[src/rtl/tkb_pkg.sv]
package tkb_pkg;

    localparam int OP_W = 4;

    typedef enum logic [OP_W-1:0] {
        OP_ALLOC     = 4'd0,
        OP_FETCH     = 4'd1,
        OP_DECODE    = 4'd2,
        OP_EXEC      = 4'd3,
        OP_LOAD      = 4'd4,
        OP_SPEC_ST   = 4'd5,
        OP_COMMIT    = 4'd6,
        OP_ABORT     = 4'd7,
        OP_GLOBAL_ST = 4'd8
    } op_e;

    // Phase code per slot; PH_FREE doubles as "not valid",
    // PH_STORED / PH_GWAIT carry the pending speculative store.
    typedef enum logic [2:0] {
        PH_FREE     = 3'd0,
        PH_ALLOC    = 3'd1,
        PH_FETCHED  = 3'd2,
        PH_DECODED  = 3'd3,
        PH_EXECUTED = 3'd4,
        PH_LOADED   = 3'd5,
        PH_STORED   = 3'd6,
        PH_GWAIT    = 3'd7
    } phase_e;

    typedef struct packed {
        logic   legal;
        phase_e next;
    } step_t;

    typedef struct packed {
        logic ok;
        logic full;
    } status_t;

    // Legality and successor phase for every opcode except allocate.
    function automatic step_t step_of(input op_e op, input phase_e cur);
        step_t s;
        s.legal = 1'b0;
        s.next  = cur;
        case (op)
            OP_FETCH:   if (cur == PH_ALLOC)    s = '{1'b1, PH_FETCHED};
            OP_DECODE:  if (cur == PH_FETCHED)  s = '{1'b1, PH_DECODED};
            OP_EXEC:    if (cur == PH_DECODED)  s = '{1'b1, PH_EXECUTED};
            OP_LOAD:    if (cur == PH_EXECUTED) s = '{1'b1, PH_LOADED};
            OP_SPEC_ST: if (cur == PH_EXECUTED || cur == PH_LOADED)
                            s = '{1'b1, PH_STORED};
            OP_COMMIT: begin
                if (cur == PH_EXECUTED || cur == PH_LOADED) s = '{1'b1, PH_FREE};
                else if (cur == PH_STORED)                   s = '{1'b1, PH_GWAIT};
            end
            OP_ABORT:   if (cur != PH_FREE && cur != PH_GWAIT)
                            s = '{1'b1, PH_FREE};
            OP_GLOBAL_ST: if (cur == PH_GWAIT)  s = '{1'b1, PH_FREE};
            default: ;
        endcase
        return s;
    endfunction

endpackage

[src/rtl/tkb_free_pick.sv]
module tkb_free_pick #(
    parameter int NUM_TOK = 16,
    parameter int TOK_W   = 4
) (
    input  logic [NUM_TOK-1:0] busy,
    output logic               any_free,
    output logic [TOK_W-1:0]   pick
);
    // Scan from the top so the last hit is the lowest free index.
    always_comb begin
        any_free = 1'b0;
        pick     = '0;
        for (int i = NUM_TOK - 1; i >= 0; i--) begin
            if (!busy[i]) begin
                any_free = 1'b1;
                pick     = TOK_W'(i);
            end
        end
    end
endmodule

[src/rtl/tkb_phase_table.sv]
module tkb_phase_table
    import tkb_pkg::*;
#(
    parameter int NUM_TOK = 16,
    parameter int TOK_W   = 4
) (
    input  logic               clk,
    input  logic               rst,
    input  logic               wr_en,
    input  logic [TOK_W-1:0]   wr_tok,
    input  phase_e             wr_phase,
    input  logic [TOK_W-1:0]   rd_tok,
    output phase_e             rd_phase,
    output logic               rd_in_range,
    output logic [NUM_TOK-1:0] busy
);
    localparam bool_full_range = (NUM_TOK == (1 << TOK_W));

    phase_e ph [NUM_TOK];

    for (genvar i = 0; i < NUM_TOK; i++) begin : g_slot
        always_ff @(posedge clk) begin
            if (rst)
                ph[i] <= PH_FREE;
            else if (wr_en && wr_tok == TOK_W'(i))
                ph[i] <= wr_phase;
        end
        assign busy[i] = (ph[i] != PH_FREE);

        // a free slot can only become newly allocated
        a_r3_free_to_alloc: assert property (@(posedge clk) disable iff (rst)
            (ph[i] == PH_FREE) |=> (ph[i] == PH_FREE || ph[i] == PH_ALLOC));
        // an allocated slot moves on only to fetched (or aborts)
        a_r5_alloc_to_fetch: assert property (@(posedge clk) disable iff (rst)
            (ph[i] == PH_ALLOC) |=>
                (ph[i] == PH_ALLOC || ph[i] == PH_FETCHED || ph[i] == PH_FREE));
        // a committed slot with a pending store is left only by freeing
        a_r9_gwait_exit: assert property (@(posedge clk) disable iff (rst)
            (ph[i] == PH_GWAIT) |=> (ph[i] == PH_GWAIT || ph[i] == PH_FREE));
    end

    if (bool_full_range) begin : g_full
        assign rd_in_range = 1'b1;
        assign rd_phase    = ph[rd_tok];
    end else begin : g_part
        assign rd_in_range = (32'(rd_tok) < 32'(NUM_TOK));
        assign rd_phase    = rd_in_range ? ph[rd_tok] : PH_FREE;
    end
endmodule

[src/rtl/tkb_step_decide.sv]
module tkb_step_decide
    import tkb_pkg::*;
#(
    parameter int TOK_W = 4
) (
    input  logic [OP_W-1:0]  op_raw,
    input  logic [TOK_W-1:0] tok,
    input  phase_e           cur,
    input  logic             in_range,
    input  logic             any_free,
    input  logic [TOK_W-1:0] pick,
    output logic             wr_en,
    output logic [TOK_W-1:0] wr_tok,
    output phase_e           wr_phase,
    output status_t          status,
    output logic [TOK_W-1:0] out_tok
);
    op_e   op;
    step_t st;

    assign op = op_e'(op_raw);
    assign st = step_of(op, cur);

    always_comb begin
        wr_en    = 1'b0;
        wr_tok   = tok;
        wr_phase = cur;
        status   = '{ok: 1'b0, full: 1'b0};
        out_tok  = tok;
        if (op == OP_ALLOC) begin
            out_tok = any_free ? pick : '0;
            if (any_free) begin
                wr_en    = 1'b1;
                wr_tok   = pick;
                wr_phase = PH_ALLOC;
                status   = '{ok: 1'b1, full: 1'b0};
            end else begin
                status   = '{ok: 1'b0, full: 1'b1};
            end
        end else if (in_range && st.legal) begin
            wr_en    = 1'b1;
            wr_phase = st.next;
            status   = '{ok: 1'b1, full: 1'b0};
        end
    end
endmodule

[src/rtl/insn_token_board.sv]
module insn_token_board
    import tkb_pkg::*;
#(
    parameter  int NUM_TOK = 16,
    localparam int TOK_W   = (NUM_TOK > 1) ? $clog2(NUM_TOK) : 1
) (
    input  logic             clk,
    input  logic             rst,
    input  logic             req_valid,
    output logic             req_ready,
    input  logic [OP_W-1:0]  req_op,
    input  logic [TOK_W-1:0] req_tok,
    output logic             resp_valid,
    output logic             resp_ok,
    output logic             resp_full,
    output logic [TOK_W-1:0] resp_tok
);
    logic               fire;
    logic               wr_en, dec_wr, in_range, any_free;
    logic [TOK_W-1:0]   wr_tok, pick, out_tok;
    phase_e             wr_phase, cur;
    status_t            status;
    logic [NUM_TOK-1:0] busy;

    assign req_ready = ~rst;
    assign fire      = req_valid & req_ready;
    assign wr_en     = fire & dec_wr;

    tkb_phase_table #(.NUM_TOK(NUM_TOK), .TOK_W(TOK_W)) u_table (
        .clk(clk), .rst(rst),
        .wr_en(wr_en), .wr_tok(wr_tok), .wr_phase(wr_phase),
        .rd_tok(req_tok), .rd_phase(cur), .rd_in_range(in_range),
        .busy(busy)
    );

    tkb_free_pick #(.NUM_TOK(NUM_TOK), .TOK_W(TOK_W)) u_pick (
        .busy(busy), .any_free(any_free), .pick(pick)
    );

    tkb_step_decide #(.TOK_W(TOK_W)) u_decide (
        .op_raw(req_op), .tok(req_tok), .cur(cur), .in_range(in_range),
        .any_free(any_free), .pick(pick),
        .wr_en(dec_wr), .wr_tok(wr_tok), .wr_phase(wr_phase),
        .status(status), .out_tok(out_tok)
    );

    always_ff @(posedge clk) begin
        if (rst) begin
            resp_valid <= 1'b0;
            resp_ok    <= 1'b0;
            resp_full  <= 1'b0;
            resp_tok   <= '0;
        end else begin
            resp_valid <= fire;
            if (fire) begin
                resp_ok   <= status.ok;
                resp_full <= status.full;
                resp_tok  <= out_tok;
            end
        end
    end

    // one response exactly one cycle after each accepted request
    a_r2_resp_after_req: assert property (@(posedge clk) disable iff (rst)
        fire |=> resp_valid);
    a_r2_no_spurious_resp: assert property (@(posedge clk) disable iff (rst)
        !fire |=> !resp_valid);
    // a full refusal is never also an ok
    a_r4_full_not_ok: assert property (@(posedge clk) disable iff (rst)
        resp_full |-> !resp_ok);
    // the chosen slot is free, and a granted allocate adds one busy slot
    a_r3_pick_free: assert property (@(posedge clk) disable iff (rst)
        any_free |-> !busy[pick]);
    a_r3_alloc_grows: assert property (@(posedge clk) disable iff (rst)
        (fire && req_op == OP_ALLOC && any_free) |=>
            ($countones(busy) == $past($countones(busy)) + 1));
    // a rejected request leaves the occupancy untouched
    a_r10_reject_stable: assert property (@(posedge clk) disable iff (rst)
        (fire && !status.ok) |=> $stable(busy));
endmodule

[config.mk]
export PLATFORM = sky130hd
export DESIGN_NAME = insn_token_board
export DESIGN_NICKNAME = d
export VERILOG_FILES = /design/src/rtl/tkb_pkg.sv /design/src/rtl/tkb_free_pick.sv /design/src/rtl/tkb_phase_table.sv /design/src/rtl/tkb_step_decide.sv /design/src/rtl/insn_token_board.sv
export SDC_FILE = /design/constraint.sdc
export NUM_CORES = 1
export LEC_CHECK = 0
export CAP_MARGIN = 20
export CORE_MARGIN = 3
export CORE_UTILIZATION = 63
export DETAILED_ROUTE_END_ITERATION = 16
export PLACE_DENSITY = 0.83
export SYNTH_ARGS = -nofsm -noshare
export SYNTH_HDL_FRONTEND = slang
export SYNTH_SLANG_ARGS = --single-unit
[constraint.sdc]
create_clock -name clk -period 5.8 [get_ports clk]
set_clock_uncertainty 0.15 [all_clocks]
set_input_delay 1.16 -clock clk [delete_from_list [all_inputs] [get_ports clk]]
set_output_delay 1.16 -clock clk [all_outputs]
set_load 0.03 [all_outputs]
==> summary.md <==
| Metric | Value |
|---|---|
| Layout Nets | `between 300 and 400` |
| Dpl cells | `402` |
| Simple-Gate Fraction of Synth Area | `0.2431` |
| Cell area after synthesis | `roughly 3500 µm²` |
| Drt pass-1 iters | `5` |
| Total wire length | `8375 µm` |
| Mean post-synth cell area | `between 10 and 15 µm²` |
| Clock sink total | `55` |
| Layout Cells excl Fill | `410` |
| Initial antenna violation count | `0` |
| Hold buffer count at CTS | `0` |
| Worst Hold Margin | `0.3640 ns` |
| Largest net degree at the start of global routing | `19` |
| Max IR drop VDD | `between 0.1 and 0.15 mV` |
| Synth warn | `0` |
| Crit Path Class | `in2reg` |
| First-pass GRT wire length | `13370 µm` |
| Hold depth | `2` |
| Worst setup margin | `0.8186 ns` |
| Unrepaired setup endpoints after global routing | `false` |
| Routed Antenna Nets | `0` |
| Via Count | `~2.9k` |
| Die X | `around 80 µm` |
| Worst path arrival time | `4.79 ns` |
| FMAX | `~200 MHz` |
| Die Y | `80.20 µm` |
| H-tree levels | `2` |
| PD cells | `225.0 nW/µm²` |
| # IOs | `19` |
| Post-synthesis mux area share | `0.1241` |
| Post-route clock period utilization | `0.8589` |
| XOR/XNOR share of the synthesized area | `0.002525` |
| Worst rel slew slack | `0.2568` |
| DRT iter0 DRCs | `387` |
| Type of the worst min-delay path | `reg2reg` |
| Max cap viols | `0` |
| Syn-to-layout area delta | `8.802%` |
| Post-CTS resize count | `0` |
| Flops & latches, synth | `55` |
| Status | `completed` |
| Combinational family with the most area after synthesis | `simple AND/OR/NAND/NOR gates` |
| Routability Congestion | `0.9470` |
| Final critical-path required period | `4.981 ns` |
| Adder-Cell Fraction of Synth Area | `0` |
| Total Power | `0.8491 mW` |
| Core area | `5205 µm²` |
| Worst-Margin Slew | `1.105 ns` |
| EDFF count, synth | `48` |
| Setup violators final | `0` |
| Setup bufs post-CTS | `0` |
| Root Driver | `clkbuf_8` |
| Sequential share of the synthesized area | `0.4560` |
| Dpl hpwl | `6087 µm` |
| Syn_nets | `roughly 340` |
| Pre-CTS setup slack | `0.5652 ns` |
| Clock Latency Late Sink | `0.32 ns` |
| Util after Layout | `0.7250` |
| Clk buf depth | `2` |
| CP max FO | `16` |
| Share of layout cells above drive strength 1 | `0.1059` |
| TritonCTS Buffers | `5` |
| Die ar. | `6431 µm²` |
| Reg clk slew, reported paths | `0.10 ns` |
| Ys flop type | `edfxtp_1` |
| Final Cell Area | `3774 µm²` |
| Port bufs | `18` |
| Initial Util | `0.6663` |
| Gate Count Post-Synth | `330` |
| Num rows | `26` |
| Worst setup SP type | `primary input` |
| Gr usage total | `0.2774` |
| Vias in the first global route | `between 2k and 3k` |
| Worst R2R Path Depth | `10` |
| Crit. End Element | `register` |
| Congestion Overflow GR | `0` |
| Via density | `7.032` |
| Critical Path RT | `about 5.6 ns` |
| Compound-Gate Fraction of Synth Area | `0.1335` |
| P_leak | `1.271 nW` |
| Drt wl/cell | `20.43 µm` |
| Setup TNS | `0 ns` |
| Placed Area | `about 3700 µm²` |
| Antenna cell count | `0` |
| Synth cell types | `between 50 and 60` |
| Max-slew violations | `0` |
| Hold Fails Final Rpt | `0` |
| Asr flop ratio synth | `0` |
| CTS tree | `yes` |
| DRC | `0` |
[synth_stat cells (all sizes together) (2+ instances only)]
cell | n | area [µm²]
a21boi | 2 | 15.01
mux2 | 4 | 52.55
o211ai | 5 | 42.54
dfxtp | 7 | 140.1
nor4 | 18 | 112.6
edfxtp | 48 | 1441
a21o | 2 | 15.01
nor2b | 4 | 25.02
o21ai | 19 | 95.09
nor4b | 4 | 35.03
nand2 | 20 | 75.07
inv | 2 | 7.510
nand3b | 3 | 22.52
o31ai | 6 | 45.04
clkbuf | 18 | 67.56
a31oi | 2 | 12.51
a21oi | 12 | 60.06
a211oi | 10 | 75.07
buf | 8 | 62.55
nand2b | 3 | 18.77
nor3b | 2 | 15.01
mux4 | 12 | 307.8
mux2i | 7 | 70.07
and3 | 3 | 18.77
and2 | 3 | 18.77
o21bai | 3 | 22.52
nor3 | 50 | 311.6
nor2 | 28 | 105.1
or3 | 6 | 37.54
nand3 | 5 | 25.02
[worst max-delay path: stages]
cell and delay [ns]:
clkdlybuf4s50_1 0.87, mux4_1 0.64, mux2i_1 0.41, mux2_2 0.34, xor2_1 0.21, o211ai_2 0.14
nand3_1 0.20, a31oi_1 0.15, buf_4 0.23, o31ai_1 0.44
[area by class of cell]
type                    instances  area [µm²]
flip-flops and latches         55        1582
inverters                       3       11.26
repair buffers                 28       255.2
multi-input cells             246        1745
well taps                      70       87.58
clock inverters                 3       23.77
clock buffers                   5       68.82
fillers                       400        1431
[metal layers]
| layer | wire [µm] | vias to the layer above | GRT usage | share of wire |
|---|---|---|---|---|
| li1 | - | 1323 | - | - |
| met1 | 3462 | 1371 | 0.3766 | 0.41 |
| met2 | 3952 | 158 | 0.4354 | 0.47 |
| met3 | 687 | 31 | 0.04933 | 0.082 |
| met4 | 273 | 0 | 0.1267 | 0.033 |
| met5 | 0 | - | 0 | 0 |
[placed cells by master, fill, tap and decap left out, types with 3 or more instances in the layout]
master,count
clkbuf_8,5
nor3_1,39
a211oi_1,10
mux2i_1,7
nor2_1,28
a21oi_1,12
nand3b_1,3
nor4b_1,4
o211ai_1,4
or3_1,6
and3_1,3
o21ai_0,18
buf_4,10
o21bai_1,3
nand2_1,20
nor4_1,18
nand2b_1,3
mux4_1,10
o31ai_1,6
edfxtp_1,48
nor3_2,10
clkdlybuf4s50_1,18
nand3_1,5
dfxtp_1,7
nor2b_1,4
[path summary, 6_finish.rpt]
path	from	end	slack, ns
worst max register to register	u_table.ph[13][0]	u_table.ph[14][1]	1.78
worst min-delay path	resp_tok[3]	resp_tok[3]	0.36
worst max-delay path	req_tok[0]	u_table.ph[2][1]	0.82
worst min register to register	resp_tok[3]	resp_tok[3]	0.36
[cells by family (layout without fill, tap and decap cells)]
family | Yosys count | after routing
flip-flops | 55 | 55
XOR/XNOR | 1 | 1
multiplexers | 23 | 23
AND/OR/NAND/NOR | 152 | 152
buffers and inverters | 29 | 39
AO/OA/AOI/OAI | 70 | 70
[report_power, final]
group          internal [mW]  switching, mW
Clock                 0.0876          0.133
Sequential             0.444         0.0111
Combinational         0.0620          0.111
[flip-flops by register name (all words and copies together), names as in the netlist]
name	cells
u_table.ph	48
resp_ok	1
resp_valid	1
resp_tok	4
resp_full	1
(Power assumes the default switching activity.)
